$ cat config.mk
export PLATFORM = sky130hd
export DESIGN_NAME = ecc_err_log
export DESIGN_NICKNAME = d
export VERILOG_FILES = /design/src/rtl/ecc_log_pkg.sv /design/src/rtl/ecc_status_flags.sv /design/src/rtl/ecc_log_capture.sv /design/src/rtl/ecc_serr_gen.sv /design/src/rtl/ecc_err_log.sv
export SDC_FILE = /design/constraint.sdc
export NUM_CORES = 1
export LEC_CHECK = 0
export BUFFER_PORTS_ARGS = -buffer_cell sky130_fd_sc_hd__buf_2
export CAP_MARGIN = 25
export CORE_ASPECT_RATIO = 0.8
export CORE_MARGIN = 4
export CORE_UTILIZATION = 52
export CTS_CLUSTER_DIAMETER = 200
export DETAILED_ROUTE_END_ITERATION = 8
export PLACE_DENSITY_LB_ADDON = 0.15
export SLEW_MARGIN = 0
export SYNTH_ARGS = -nofsm -noshare
export SYNTH_HDL_FRONTEND = slang
export SYNTH_SLANG_ARGS = --single-unit
$ cat constraint.sdc
create_clock -name clk -period 2.7 [get_ports clk]
set_input_delay 0.675 -clock clk [delete_from_list [all_inputs] [get_ports clk]]
set_output_delay 0.675 -clock clk [all_outputs]
set_load 0.02 [all_outputs]
$ cat src/rtl/ecc_log_pkg.sv
package ecc_log_pkg;

    // Register and field geometry
    localparam int STS_W     = 16;
    localparam int RD_W      = 32;
    localparam int ADDR_W    = 33;
    localparam int GRAIN_LSB = 7;
    localparam int SYN_W     = 8;
    localparam int SEL_W     = 3;
    localparam int LINE_W    = ADDR_W - GRAIN_LSB;

    // Status / command bit positions (positions are visible to software)
    localparam int BIT_CE    = 0;
    localparam int BIT_UE    = 1;
    localparam int BIT_RFTO  = 8;
    localparam int BIT_LOCK  = 9;
    localparam int BIT_THERM = 11;

    localparam logic [STS_W-1:0] FLAG_MASK =
        STS_W'((1 << BIT_CE) | (1 << BIT_UE) | (1 << BIT_RFTO) |
               (1 << BIT_LOCK) | (1 << BIT_THERM));

    typedef enum logic [SEL_W-1:0] {
        SEL_STATUS  = 3'd0,
        SEL_CMD     = 3'd1,
        SEL_ADDR    = 3'd2,
        SEL_EXTADDR = 3'd3,
        SEL_SYN     = 3'd4
    } reg_sel_e;

    typedef struct packed {
        logic [LINE_W-1:0] line;   // failing address bits ADDR_W-1:GRAIN_LSB
        logic              chan;
        logic [SYN_W-1:0]  syn;
    } err_rec_t;

    function automatic logic [STS_W-1:0] pack_events(
        input logic ce, input logic ue, input logic rfto,
        input logic lock, input logic therm);
        logic [STS_W-1:0] v;
        v            = '0;
        v[BIT_CE]    = ce;
        v[BIT_UE]    = ue;
        v[BIT_RFTO]  = rfto;
        v[BIT_LOCK]  = lock;
        v[BIT_THERM] = therm;
        return v;
    endfunction

endpackage

$ cat src/rtl/ecc_status_flags.sv
module ecc_status_flags
    import ecc_log_pkg::*;
(
    input  logic             clk,
    input  logic             rst,
    input  logic [STS_W-1:0] set_vec,
    input  logic [STS_W-1:0] clr_vec,
    output logic [STS_W-1:0] flags
);
    // Set wins over clear: clear is applied first, then set is OR-ed in.
    always_ff @(posedge clk) begin
        if (rst) flags <= '0;
        else     flags <= ((flags & ~clr_vec) | set_vec) & FLAG_MASK;
    end
endmodule

$ cat src/rtl/ecc_log_capture.sv
module ecc_log_capture
    import ecc_log_pkg::*;
(
    input  logic              clk,
    input  logic              rst,
    input  logic              ce_in,
    input  logic              ue_in,
    input  logic              ce_held,
    input  logic              ue_held,
    input  logic [ADDR_W-1:0] addr_in,
    input  logic              chan_in,
    input  logic [SYN_W-1:0]  syn_in,
    output err_rec_t          rec
);
    logic take;

    // Severity gate: an uncorrectable error only yields to a held one;
    // a correctable error yields to any held ECC error.
    always_comb begin
        if (ue_in) take = !ue_held;
        else       take = ce_in && !ce_held && !ue_held;
    end

    always_ff @(posedge clk) begin
        if (rst) begin
            rec <= '0;
        end else if (take) begin
            rec.line <= addr_in[ADDR_W-1:GRAIN_LSB];
            rec.chan <= chan_in;
            rec.syn  <= syn_in;
        end
    end
endmodule

$ cat src/rtl/ecc_serr_gen.sv
module ecc_serr_gen
    import ecc_log_pkg::*;
(
    input  logic             clk,
    input  logic             rst,
    input  logic [STS_W-1:0] flags,
    input  logic [STS_W-1:0] enables,
    output logic             serr
);
    always_ff @(posedge clk) begin
        if (rst) serr <= 1'b0;
        else     serr <= |(flags & enables);
    end
endmodule

$ cat src/rtl/ecc_err_log.sv
module ecc_err_log
    import ecc_log_pkg::*;
(
    input  logic              clk,
    input  logic              rst,
    input  logic              ce_pulse,
    input  logic              ue_pulse,
    input  logic [ADDR_W-1:0] err_addr,
    input  logic              err_chan,
    input  logic [SYN_W-1:0]  err_syn,
    input  logic              refresh_to,
    input  logic              lock_nondram,
    input  logic              thermal_evt,
    input  logic              reg_wr,
    input  logic [SEL_W-1:0]  reg_addr,
    input  logic [STS_W-1:0]  reg_wdata,
    output logic [RD_W-1:0]   rd_data,
    output logic              serr
);
    localparam int RSV_W = GRAIN_LSB - 1;

    logic [STS_W-1:0] status_q;
    logic [STS_W-1:0] cmd_q;
    logic [STS_W-1:0] ev_vec;
    logic [STS_W-1:0] clr_vec;
    err_rec_t         rec_q;
    reg_sel_e         sel;

    assign sel     = reg_sel_e'(reg_addr);
    assign ev_vec  = pack_events(ce_pulse, ue_pulse, refresh_to, lock_nondram, thermal_evt);
    assign clr_vec = (reg_wr && sel == SEL_STATUS) ? (reg_wdata & FLAG_MASK) : '0;

    ecc_status_flags u_flags (
        .clk     (clk),
        .rst     (rst),
        .set_vec (ev_vec),
        .clr_vec (clr_vec),
        .flags   (status_q)
    );

    ecc_log_capture u_capture (
        .clk     (clk),
        .rst     (rst),
        .ce_in   (ce_pulse),
        .ue_in   (ue_pulse),
        .ce_held (status_q[BIT_CE]),
        .ue_held (status_q[BIT_UE]),
        .addr_in (err_addr),
        .chan_in (err_chan),
        .syn_in  (err_syn),
        .rec     (rec_q)
    );

    ecc_serr_gen u_serr (
        .clk     (clk),
        .rst     (rst),
        .flags   (status_q),
        .enables (cmd_q),
        .serr    (serr)
    );

    always_ff @(posedge clk) begin
        if (rst)                           cmd_q <= '0;
        else if (reg_wr && sel == SEL_CMD) cmd_q <= reg_wdata & FLAG_MASK;
    end

    always_comb begin
        rd_data = '0;
        case (sel)
            SEL_STATUS:  rd_data = RD_W'(status_q);
            SEL_CMD:     rd_data = RD_W'(cmd_q);
            SEL_ADDR:    rd_data = {rec_q.line[LINE_W-2:0], {RSV_W{1'b0}}, rec_q.chan};
            SEL_EXTADDR: rd_data = RD_W'(rec_q.line[LINE_W-1]);
            SEL_SYN:     rd_data = RD_W'(rec_q.syn);
            default:     rd_data = '0;
        endcase
    end
endmodule

==> results_dict.tcl <==
set metrics [dict create \
    outcome "completed" \
    worst_slew_pin_slew_ps 828 \
    switchingPower_uw 348 \
    maxClockFrequency_mhz 425 \
    root_buffer "sky130_fd_sc_hd__clkbuf_8" \
    finalMaxSlewViolations 0 \
    vias_per_cell 4.77 \
    synth_adder_area_share_pct 0 \
    p_leak_uw 0.00137 \
    drtAntennaViolNets 0 \
    clk_pin_slew_ps 70 \
    initial_antenna_violation_count 0 \
    path_max_fanout 21 \
    post_syn_nets 322 \
    simple_gate_area_share_of_the_yosys_netlist_pct 30.9 \
    globalRouteMet3Util_pct 5.95 \
    grt_pass1_vias 1851 \
    worstSetupEndpointType "output pin" \
    synth_xor_xnor_area_share_pct 0 \
    power.density_mw_per_mm2 476 \
    post_layout_nonfiller_instances 385 \
    die-area_mm2 0.00584 \
    power.share.combinational_pct 16.9 \
    die_height_um 69.1 \
    synth_seq_cells 46 \
    groute.layer.met1.usage_pct 21.7 \
    fp_rows 21 \
    grt_max_degree 73 \
    fillerInstances 384 \
    first_pass_drt_iterations 6 \
    synth.mux.area_fraction_pct 18.9 \
    initialDrtViolationCount 89 \
    finalHoldViolations 0 \
    cts_resized 0 \
    synth_compound_area_share_pct 5.46 \
    finalSetupViolCount 0 \
    synthDistinctLibCells 29 \
    critical-path-top-cell-by-count "sky130_fd_sc_hd__buf_2" \
    synthTopCellsByArea "sky130_fd_sc_hd__dfxtp_1 38%, sky130_fd_sc_hd__mux2i_1 19%, sky130_fd_sc_hd__nand2b_1 18%" \
    groute.layer.met2.usage_pct 26.1 \
    drt-total-wl_um 4690 \
    n_antenna_cell 0 \
    clock_insertion_delay_worst_skew_ps 290 \
    detailedPlace.worstSlack_ps 338 \
    cap_viol_max_count 0 \
    crit_path_largest_cell_delay_ps 240 \
    vdd_drop_max_mv 0.321 \
    synth_top_area_cell "sky130_fd_sc_hd__dfxtp_1" \
    flow.area_growth_from_synthesis_pct 18.7 \
    timing.setup.critical_path_class "in -> out" \
    die_width_um 84.4 \
    pwr-share-clk_pct 28.2 \
    finalWeightedCongestion 0.787 \
    cts_tree "done" \
    wire_per_inst_um 12.2 \
    syn_area_mm2 0.00243 \
    timing.hold.worst.class "reg -> reg" \
    cpLargestDelayFamily "buffers and inverters" \
    post-dp-hpwl_um 3280 \
    setup_repair_after_global_routing_missed_its_margin "false" \
    synthesis.area_per_instance_um2 9.60 \
    core_region_area_mm2 0.00434 \
    area_fraction_of_the_dominant_cell_type_after_synthesis_pct 37.9 \
    critical_path.slowest_cell "sky130_fd_sc_hd__buf_2" \
    post_cts_hold_buffer_count 0 \
    globalRoute.totalOverflow 0 \
    netSwitchingFraction_pct 25.3 \
    grt_util_all_layers_pct 16.6 \
    global_route.peak_usage_layer "met2" \
    finish.net_count 397 \
    startpoint_type "input port" \
    proportion_of_layout_cells_with_a_drive_suffix_above_1_pct 29.6 \
    postCtsSetupBuffers 0 \
    final.period_utilization_pct 87.1 \
    timing.setup.tns_ps 0 \
    p_int_uw 1030 \
    syn-instance-count 253 \
    grt_first_pass_wirelength_um 8110 \
    start_util_pct 56.0 \
    cts-root-to-sink-buffers 2 \
    crit_chain "buf_2 > nor3b_2 > buf_4 > and2_1 > buf_2" \
    synthesis.yosys.warnings 0 \
    clock_buffer_count_from_cts 5 \
    io_pins 102 \
    final.setup.worst_slack_ps 349 \
    cts_num_sinks 46 \
    worst-endpoint-arrival_ps 1680 \
    timing.critical_path.buf_inv 3 \
    synth_sequential_area_ratio_pct 37.9 \
    port_buffers 83 \
    power.share.sequential_pct 54.8 \
    route.detailed.drc 0 \
    largest_family_of_logic_cells_by_synthesized_area "simple AND/OR/NAND/NOR gates" \
    period_minus_slack_ps 2350 \
    slew-limit-headroom_pct 44.8 \
    htree_num_levels 2 \
    route.vias.total 1837 \
    post_placement_cell_count 378 \
    clock_skew_ps 3.59 \
    crit_required_ps 2030 \
]
[synthesized netlist by cell type]
library cell / number
sky130_fd_sc_hd__buf_6: 1
sky130_fd_sc_hd__a21oi_1: 2
sky130_fd_sc_hd__a311oi_1: 5
sky130_fd_sc_hd__a2bb2oi_1: 3
sky130_fd_sc_hd__dfxtp_1: 46
sky130_fd_sc_hd__clkbuf_1: 7
sky130_fd_sc_hd__nand3b_1: 3
sky130_fd_sc_hd__and4bb_1: 1
sky130_fd_sc_hd__nand2_1: 1
sky130_fd_sc_hd__buf_12: 3
sky130_fd_sc_hd__nor4b_2: 1
sky130_fd_sc_hd__o21ai_1: 1
sky130_fd_sc_hd__buf_2: 3
sky130_fd_sc_hd__a222oi_1: 1
sky130_fd_sc_hd__o21ai_0: 1
sky130_fd_sc_hd__buf_4: 3
sky130_fd_sc_hd__inv_1: 5
sky130_fd_sc_hd__o22a_1: 1
sky130_fd_sc_hd__nand2b_1: 70
sky130_fd_sc_hd__a22oi_1: 1
sky130_fd_sc_hd__nor3b_2: 2
sky130_fd_sc_hd__and2_1: 26
sky130_fd_sc_hd__nand2b_4: 1
sky130_fd_sc_hd__nor2_1: 14
sky130_fd_sc_hd__a21oi_2: 1
sky130_fd_sc_hd__mux2i_1: 46
sky130_fd_sc_hd__clkbuf_2: 2
sky130_fd_sc_hd__o21a_1: 1
sky130_fd_sc_hd__nor2b_1: 1
[stage by stage]
step	instance area, um^2	power (uW)	util, %	hold WS, ps
2_1_floorplan	2430	945	-	444
3_3_place_gp	2810	1000	64.8	455
3_5_place_dp	2810	1000	64.8	459
4_1_cts	2890	1390	66.6	474
5_1_grt	2890	1450	66.6	492
6_report	2890	1370	66.6	470
[per-layer routing]
metal | vias to the layer above | wire [um] | share of wire [%]
met4 | 0 | 42 | 0.89
met1 | 802 | 2200 | 47
met2 | 46 | 2130 | 45
li1 | 984 | - | -
met5 | - | 0 | 0
met3 | 5 | 330 | 7.0
[power groups by stage]
| stage | registers, uW | logic (uW) | clock network, uW |
|---|---|---|---|
| floorplan | 761 | 184 | 0 |
| detailed placement | 768 | 236 | 0 |
| global route | 759 | 260 | 431 |
| global placement | 767 | 234 | 0 |
| finish | 753 | 233 | 388 |
| CTS | 753 | 237 | 399 |
[sequential cells by signal, indices dropped and copies added (netlist names)]
register and flops:
cmd_q 5, u_capture.rec 35, u_serr.serr 1, u_flags.flags 5
[layout make-up]
class / count / area (um^2) / share of cell area [%]
Timing Repair Buffer: 87 / 445 / 15.4
Inverter: 5 / 18.8 / 0.650
Sequential cell: 46 / 921 / 31.9
Clock buffer: 7 / 76.3 / 2.65
Tap cell: 57 / 71.3 / 2.47
Multi-Input combinational cell: 183 / 1350 / 46.9
[placed cells by master, fill, tap and decap left out, drive strengths merged, types with 2 or more instances in the layout]
master,n
o21ai,2
a2bb2oi,3
nor3b,2
buf,87
dfxtp,46
inv,5
and2,26
clkbuf,7
nand2b,71
mux2i,46
a21oi,3
a311oi,5
nor2,14
nand3b,3
[tightest hold or removal path, delay by kind of cell (launching register included)]
kind             cells  cell delay (ps)
multiplexers         1               50
flip-flops           1              310
AND/OR/NAND/NOR      1               60
[cell families after synthesis]
logic type	Yosys count
muxes	46
buffers and inverters	24
DFF	46
and+or+nand+nor	120
AOI/OAI and AO/OA	17
[final timing paths]
kind | cells after the start | end | slack, ps | from
setup / recovery | 5 | rd_data[14] | 350 | reg_addr[1]
hold / removal | 2 | u_capture.rec[24] | 470 | u_capture.rec[24]
setup reg to reg | 4 | u_capture.rec[27] | 1230 | u_flags.flags[0]
hold reg to reg | 2 | u_capture.rec[24] | 470 | u_capture.rec[24]
Power figures use the tool's default switching activity.
